## src/rtl/csd_pkg.sv

```systemverilog
package csd_pkg;
  localparam int WORD_W       = 32;
  localparam int SEL_W        = 8;
  localparam int REGION_SHIFT = 22;
  localparam int TIM_W        = 26;
  localparam int DLY_W        = 9;
  localparam int CFG_EN_BIT   = 0;
  localparam int CFG_TYPE_LO  = 1;
  localparam int CFG_SEL_LO   = 16;

  typedef enum logic [1:0] {
    MT_SDRAM = 2'd0,
    MT_SSRAM = 2'd1,
    MT_ASYNC = 2'd2,
    MT_SYNC  = 2'd3
  } mem_type_e;

  typedef struct packed {
    logic             en;
    mem_type_e        mtype;
    logic [SEL_W-1:0] sel;
  } cs_cfg_t;

  typedef enum logic [1:0] {
    ST_IDLE = 2'd0,
    ST_WAIT = 2'd1,
    ST_ACK  = 2'd2,
    ST_ERR  = 2'd3
  } wait_st_e;
endpackage

```

## src/rtl/csd_cfg_bank.sv

```systemverilog
module csd_cfg_bank
  import csd_pkg::*;
#(
  parameter int NUM_CS = 4
) (
  input  logic                     clk,
  input  logic                     rst_n,
  input  logic [NUM_CS*WORD_W-1:0] cfg_in,
  input  logic [NUM_CS*WORD_W-1:0] tim_in,
  input  logic [NUM_CS-1:0]        load,
  output cs_cfg_t [NUM_CS-1:0]     cfg_q,
  output logic [NUM_CS-1:0][TIM_W-1:0] tim_q,
  output logic [NUM_CS-1:0]        valid_q
);

  for (genvar g = 0; g < NUM_CS; g++) begin : g_slot
    cs_cfg_t          cfg_d;
    logic [TIM_W-1:0] tim_d;

    always_comb begin
      cfg_d.en    = cfg_in[g*WORD_W + CFG_EN_BIT];
      cfg_d.mtype = mem_type_e'(cfg_in[g*WORD_W + CFG_TYPE_LO +: 2]);
      cfg_d.sel   = cfg_in[g*WORD_W + CFG_SEL_LO +: SEL_W];
      tim_d       = tim_in[g*WORD_W +: TIM_W];
    end

    always_ff @(posedge clk or negedge rst_n) begin
      if (!rst_n) begin
        cfg_q[g]   <= '0;
        tim_q[g]   <= '0;
        valid_q[g] <= 1'b0;
      end else if (load[g]) begin
        cfg_q[g]   <= cfg_d;
        tim_q[g]   <= tim_d;
        valid_q[g] <= 1'b1;
      end
    end

    AST_VALID_ON_LOAD: assert property (@(posedge clk) disable iff (!rst_n)
      $rose(valid_q[g]) |-> $past(load[g]));
    AST_CFG_HELD: assert property (@(posedge clk) disable iff (!rst_n)
      !load[g] |=> ($stable(cfg_q[g]) && $stable(tim_q[g])));
  end

endmodule

```

## src/rtl/csd_match.sv

```systemverilog
module csd_match
  import csd_pkg::*;
#(
  parameter int NUM_CS = 4,
  parameter int ADDR_W = 32
) (
  input  logic [ADDR_W-1:0]    addr,
  input  logic [SEL_W-1:0]     region_mask,
  input  cs_cfg_t [NUM_CS-1:0] cfg_q,
  input  logic [NUM_CS-1:0]    valid_q,
  output logic [NUM_CS-1:0]    gnt,
  output logic                 hit
);

  logic [ADDR_W-1:0] mask_full;
  logic [NUM_CS-1:0] match;

  assign mask_full = ADDR_W'(region_mask) << REGION_SHIFT;

  for (genvar g = 0; g < NUM_CS; g++) begin : g_cmp
    logic [ADDR_W-1:0] cmp_full;
    assign cmp_full = ADDR_W'(cfg_q[g].sel) << REGION_SHIFT;
    assign match[g] = valid_q[g] && cfg_q[g].en && ((addr & mask_full) == cmp_full);
  end

  always_comb begin
    logic taken;
    taken = 1'b0;
    gnt   = '0;
    for (int i = 0; i < NUM_CS; i++) begin
      if (match[i] && !taken) begin
        gnt[i] = 1'b1;
        taken  = 1'b1;
      end
    end
    hit = taken;
  end

  always_comb begin
    if (hit) AST_GNT_IN_MATCH: assert ((gnt & ~match) == '0);
  end

endmodule

```

## src/rtl/csd_delay.sv

```systemverilog
module csd_delay
  import csd_pkg::*;
(
  input  mem_type_e         mtype,
  input  logic [TIM_W-1:0]  tim,
  input  logic              is_wr,
  output logic [DLY_W-1:0]  dly
);

  logic [DLY_W-1:0] async_rd;
  logic [DLY_W-1:0] async_wr;
  logic [DLY_W-1:0] sdram_lat;

  always_comb begin
    async_rd  = DLY_W'(tim[7:0]) + DLY_W'(tim[11:8]);
    async_wr  = DLY_W'(tim[15:12]) + DLY_W'(tim[19:16]) + DLY_W'(tim[25:20]);
    sdram_lat = DLY_W'(3) + DLY_W'(tim[5:4]);
    unique case (mtype)
      MT_ASYNC: dly = is_wr ? async_wr : async_rd;
      MT_SDRAM: dly = sdram_lat;
      MT_SSRAM: dly = DLY_W'(2);
      MT_SYNC:  dly = DLY_W'(2);
      default:  dly = DLY_W'(2);
    endcase
  end

endmodule

```

## src/rtl/csd_wait_fsm.sv

```systemverilog
module csd_wait_fsm
  import csd_pkg::*;
#(
  parameter int NUM_CS = 4
) (
  input  logic              clk,
  input  logic              rst_n,
  input  logic              start,
  input  logic              hit,
  input  logic [NUM_CS-1:0] gnt,
  input  logic [DLY_W-1:0]  dly,
  output logic [NUM_CS-1:0] cs_en,
  output logic              busy,
  output logic              ack,
  output logic              err
);

  wait_st_e          st_q, st_d;
  logic [DLY_W-1:0]  cnt_q, cnt_d;
  logic [NUM_CS-1:0] cs_q, cs_d;

  always_comb begin
    st_d  = st_q;
    cnt_d = cnt_q;
    cs_d  = cs_q;
    unique case (st_q)
      ST_IDLE: begin
        if (start) begin
          if (hit) begin
            st_d  = ST_WAIT;
            cnt_d = dly;
            cs_d  = gnt;
          end else begin
            st_d  = ST_ERR;
          end
        end
      end
      ST_WAIT: begin
        if (cnt_q == '0) st_d = ST_ACK;
        else             cnt_d = cnt_q - 1'b1;
      end
      ST_ACK: begin
        st_d = ST_IDLE;
        cs_d = '0;
      end
      ST_ERR:  st_d = ST_IDLE;
      default: st_d = ST_IDLE;
    endcase
  end

  always_ff @(posedge clk or negedge rst_n) begin
    if (!rst_n) begin
      st_q  <= ST_IDLE;
      cnt_q <= '0;
      cs_q  <= '0;
    end else begin
      st_q  <= st_d;
      cnt_q <= cnt_d;
      cs_q  <= cs_d;
    end
  end

  assign cs_en = cs_q;
  assign busy  = (st_q != ST_IDLE);
  assign ack   = (st_q == ST_ACK);
  assign err   = (st_q == ST_ERR);

  AST_CS_ONEHOT0: assert property (@(posedge clk) disable iff (!rst_n)
    $onehot0(cs_en));
  AST_ACK_PULSE: assert property (@(posedge clk) disable iff (!rst_n)
    ack |=> !ack);
  AST_ACK_HAS_CS: assert property (@(posedge clk) disable iff (!rst_n)
    ack |-> $onehot(cs_en));
  AST_ACK_AFTER_ZERO: assert property (@(posedge clk) disable iff (!rst_n)
    $rose(ack) |-> ($past(cnt_q) == '0));
  AST_ERR_PULSE: assert property (@(posedge clk) disable iff (!rst_n)
    err |=> !err);
  AST_ERR_NO_CS: assert property (@(posedge clk) disable iff (!rst_n)
    err |-> (cs_en == '0 && !ack));
  AST_BUSY_HOLDS_CS: assert property (@(posedge clk) disable iff (!rst_n)
    (busy && !ack && !err) |=> $stable(cs_en));

endmodule

```

## src/rtl/chip_sel_wait.sv

```systemverilog
module chip_sel_wait
  import csd_pkg::*;
#(
  parameter int NUM_CS = 4,
  parameter int ADDR_W = 32
) (
  input  logic                     clk,
  input  logic                     rst_n,
  input  logic [ADDR_W-1:0]        addr,
  input  logic                     rd_req,
  input  logic                     wr_req,
  input  logic [SEL_W-1:0]         region_mask,
  input  logic [NUM_CS*WORD_W-1:0] cfg_words,
  input  logic [NUM_CS*WORD_W-1:0] tim_words,
  input  logic [NUM_CS-1:0]        cfg_load,
  output logic [NUM_CS-1:0]        cs_en,
  output logic                     busy,
  output logic                     ack,
  output logic                     err
);

  cs_cfg_t [NUM_CS-1:0]            cfg_q;
  logic [NUM_CS-1:0][TIM_W-1:0]    tim_q;
  logic [NUM_CS-1:0]               valid_q;
  logic [NUM_CS-1:0]               gnt;
  logic                            hit;
  logic                            start;
  logic                            is_wr;
  mem_type_e                       sel_type;
  logic [TIM_W-1:0]                sel_tim;
  logic [DLY_W-1:0]                dly;

  csd_cfg_bank #(.NUM_CS(NUM_CS)) u_bank (
    .clk     (clk),
    .rst_n   (rst_n),
    .cfg_in  (cfg_words),
    .tim_in  (tim_words),
    .load    (cfg_load),
    .cfg_q   (cfg_q),
    .tim_q   (tim_q),
    .valid_q (valid_q)
  );

  csd_match #(.NUM_CS(NUM_CS), .ADDR_W(ADDR_W)) u_match (
    .addr        (addr),
    .region_mask (region_mask),
    .cfg_q       (cfg_q),
    .valid_q     (valid_q),
    .gnt         (gnt),
    .hit         (hit)
  );

  always_comb begin
    logic [1:0] type_bits;
    type_bits = '0;
    sel_tim   = '0;
    for (int i = 0; i < NUM_CS; i++) begin
      if (gnt[i]) begin
        type_bits = type_bits | cfg_q[i].mtype;
        sel_tim   = sel_tim | tim_q[i];
      end
    end
    sel_type = mem_type_e'(type_bits);
  end

  assign start = rd_req | wr_req;
  assign is_wr = wr_req & ~rd_req;

  csd_delay u_delay (
    .mtype (sel_type),
    .tim   (sel_tim),
    .is_wr (is_wr),
    .dly   (dly)
  );

  csd_wait_fsm #(.NUM_CS(NUM_CS)) u_fsm (
    .clk   (clk),
    .rst_n (rst_n),
    .start (start),
    .hit   (hit),
    .gnt   (gnt),
    .dly   (dly),
    .cs_en (cs_en),
    .busy  (busy),
    .ack   (ack),
    .err   (err)
  );

endmodule

```

## config.mk

```make
export PLATFORM = sky130hd
export DESIGN_NAME = chip_sel_wait
export DESIGN_NICKNAME = d
export VERILOG_FILES = /design/src/rtl/csd_pkg.sv /design/src/rtl/csd_cfg_bank.sv /design/src/rtl/csd_match.sv /design/src/rtl/csd_delay.sv /design/src/rtl/csd_wait_fsm.sv /design/src/rtl/chip_sel_wait.sv
export SDC_FILE = /design/constraint.sdc
export NUM_CORES = 1
export LEC_CHECK = 0
export BUFFER_PORTS_ARGS = -buffer_cell sky130_fd_sc_hd__buf_2
export CORE_UTILIZATION = 50
export CTS_CLUSTER_DIAMETER = 40
export DETAILED_ROUTE_END_ITERATION = 6
export PLACE_DENSITY_LB_ADDON = 0.12
export SETUP_SLACK_MARGIN = 0.15
export SLEW_MARGIN = 20
export SYNTH_ARGS = -nofsm -noshare
export SYNTH_HDL_FRONTEND = slang
export SYNTH_SLANG_ARGS = --single-unit
```

## constraint.sdc

```tcl
create_clock -name clk -period 5.9 [get_ports clk]
set_input_delay 0.59 -clock clk [delete_from_list [all_inputs] [get_ports clk]]
set_output_delay 0.59 -clock clk [all_outputs]
set_load 0.03 [all_outputs]
```

==> flow_metrics.env <==
export IMPL_finalCritPeriodShare_pct=85.4
export IMPL_dpl_cell_count=1120
export IMPL_cts_max_path_buffers=2
export IMPL_cts_hold_buf=0
export IMPL_grt_max_degree=105
export IMPL_htreeDepth=4
export IMPL_cp_max_fo=11
export IMPL_track_usage_pct=27.1
export IMPL_cts_resized=0
export IMPL_grt_pass1_wl_mm=36.9
export IMPL_setup_viol=0
export IMPL_vias=6673
export IMPL_fin_setup_tns_ns=0
export IMPL_via_per_inst=5.80
export IMPL_grt_setup_unrepaired="no"
export IMPL_dieWidth_um=133
export IMPL_synth_top_area_share_pct=48.5
export IMPL_fmax_mhz=199
export IMPL_std_cell_rows=47
export IMPL_dieArea_mm2=0.0178
export IMPL_tightestPinTransition_ns=1.01
export IMPL_dp_hpwl_mm=16.7
export IMPL_fillerInstances=1433
export IMPL_drt_first_pass_iters=5
export IMPL_regArea_mm2=0.00418
export IMPL_diodes=0
export IMPL_final_cells=1150
export IMPL_yosysMostFrequentCell="dfrtp_1"
export IMPL_yosysSeqAreaShare_pct=48.5
export IMPL_areaGrowthSynthToFinish_pct=19.9
export IMPL_die_h_um=133
export IMPL_layout_setup_ws_ns=0.863
export IMPL_syn_nets=1072
export IMPL_synth_largest_area_cell="dfrtp_1"
export IMPL_powerDensity_mw_per_mm2=298
export IMPL_hold_viol=0
export IMPL_cts_tree="yes"
export IMPL_coreArea_mm2=0.0167
export IMPL_first_global_vias=7094
export IMPL_p_leak_uw=0.00476
export IMPL_clock_skew_ns=0.0104
export IMPL_netlist_instances=749
export IMPL_path_cells="a21boi_1, a2111oi_4, and4_1, nand2_1, and3_1, a221o_1, ha_1, inv_1, fa_1, inv_1, ha_1, a21o_1, a21o_1, a21o_1, a21oi_1, xor2_1, mux2i_1, a21boi_0"
export IMPL_cts_buffers=17
export IMPL_fin_nets=1242
export IMPL_ant_nets=0
export IMPL_clock_latency_ns=0.44
export IMPL_critical_path_max_stage_delay_ns=0.56
export IMPL_dp_slack_ns=0.638
export IMPL_min_period_ns=5.04
export IMPL_io_buffers=178
export IMPL_fin_util_pct=61.9
export IMPL_antenna_found_initial=0
export IMPL_gr_total_overflow=0
export IMPL_wire_per_inst_um=19.9
export IMPL_hold_path_class="input pin to asynchronous set/reset pin"
export IMPL_slowest_stage="and4_1"
export IMPL_synthTopCellsByArea="dfrtp_1 (49%), mux2_2 (19%), xor2_1 (2.7%)"
export IMPL_slew_headroom_pct=32.4
export IMPL_cts_root_buf="clkbuf_16"
export IMPL_ys_dominant_reg_cell="dfrtp_1"
export IMPL_cp_arrival_ns=5.39
export IMPL_syn_avg_cell_area_um2=11.5
export IMPL_synth_area_mm2=0.00862
export IMPL_wl_mm=22.9
export IMPL_startpoint_type="flop"
export IMPL_drv_cap=0
export IMPL_drtIter0Drc=372
export IMPL_clock_sinks=167
export IMPL_multi_input_area_mm2=0.00424
export IMPL_end_kind="flop"
export IMPL_worstPathRequired_ns=6.25
export IMPL_final_max_slew_viol_count=0
export IMPL_vdd_drop_max_mv=0.225
export IMPL_post_cts_setup_buffer_count=0
export IMPL_ys_ff_latch=167
export IMPL_reg2reg_depth=18
export IMPL_netlist_cell_type_count=64
export IMPL_initial_core_util_pct=51.6
export IMPL_synth_commonest_cells="dfrtp_1 (167), mux2_2 (143), nor2_1 (59)"
export IMPL_layout_drive_gt1_share_pct=41.5
export IMPL_path_clk_slew_ns=0.06
export IMPL_status="completed"
export IMPL_synth_edf_count=0
export IMPL_ios=311
export IMPL_crit_type="flop to flop"
export IMPL_drc=0
export IMPL_yosysWarnings=0
export IMPL_cp_common_cell="a21o_1"
export IMPL_synthArstFlopShare_pct=100
export IMPL_gp_congestion=0.876
==> worst paths after layout <==
check / from / end / slack [ns]
setup / recovery: u_bank.cfg_q[14]$_DFFE_PN0P_ / u_fsm.cnt_q[5]$_DFFE_PN0P_ / 0.86
hold / removal: rst_n / u_bank.tim_q[80]$_DFFE_PN0P_ / 0.24
setup reg to reg: u_bank.cfg_q[14]$_DFFE_PN0P_ / u_fsm.cnt_q[5]$_DFFE_PN0P_ / 0.86
hold reg to reg: u_bank.valid_q[1]$_DFFE_PN0P_ / u_bank.valid_q[1]$_DFFE_PN0P_ / 0.47
max in group asynchronous: rst_n / u_bank.valid_q[2]$_DFFE_PN0P_ / 4.27
min in group clk: cfg_words[1] / u_bank.cfg_q[8]$_DFFE_PN0P_ / 0.37
==> cells by family after synthesis <==
| logic type | after synthesis | synth area share, % |
|---|---|---|
| and+or+nand+nor | 191 | 11.6 |
| DFF | 167 | 48.5 |
| muxes | 153 | 19.9 |
| AOI/OAI and AO/OA | 133 | 11.1 |
| buffers and inverters | 52 | 2.34 |
| xor gates and xnor gates | 34 | 3.54 |
| adders and majority gates | 19 | 3.02 |
==> per-layer routing <==
layer	track usage, %	part of all wire (%)
met1	36.9	45
met2	42.9	47
met3	5.75	5.8
met4	9.15	1.8
met5	0	0
==> stage by stage <==
step / hold WS [ns] / total power [uW] / cell area, um2
global placement: 0.452 / 1880 / 9710
floorplan: 0.294 / 1710 / 8620
finish: 0.243 / 3080 / 10300
CTS: 0.309 / 3090 / 10300
global route: 0.329 / 3220 / 10300
detailed placement: 0.454 / 1910 / 9710
==> final cells by class <==
cell class                      count  share of cell area, %
Inverter                           16                  0.581
Tap cell                          220                   2.66
Timing Repair Buffer              187                   9.34
Multi-Input combinational cell    530                   41.0
Clock buffer                       20                   4.32
Sequential cell                   167                   40.4
Clock inverter                     10                   1.66
==> power breakdown <==
group	total, uW	switching [uW]	internal (uW)
Clock	1190	467	720
Sequential	1370	98.6	1280
Combinational	520	278	242
==> layout by cell type (no fill, tap or decap), types with 12 or more instances in the layout <==
| cell type | instances |
|---|---|
| inv_1 | 16 |
| nor3_1 | 12 |
| mux2_2 | 143 |
| nand2_1 | 33 |
| dfrtp_1 | 167 |
| nor2_1 | 59 |
| clkbuf_16 | 17 |
| a221o_1 | 20 |
| buf_2 | 177 |
| a21oi_1 | 43 |
| o21ai_0 | 22 |
| ha_1 | 16 |
| xor2_1 | 27 |
| nand3_1 | 17 |
==> critical path: cells and delay by family (launching register included) <==
family	cells	cell delay, ns
AOI/OAI and AO/OA	8	2.00
xor gates and xnor gates	1	0.17
adders and majority gates	3	0.90
buffers and inverters	2	0.15
DFF	1	0.40
muxes	1	0.10
and+or+nand+nor	3	1.23
==> state kept, by name, summed over array words and instances (netlist names) <==
register	flops
u_fsm.st_q	2
u_bank.cfg_q	44
u_bank.tim_q	104
u_fsm.cs_en	4
u_fsm.cnt_q	9
u_bank.valid_q	4
(Power assumes the default switching activity.)
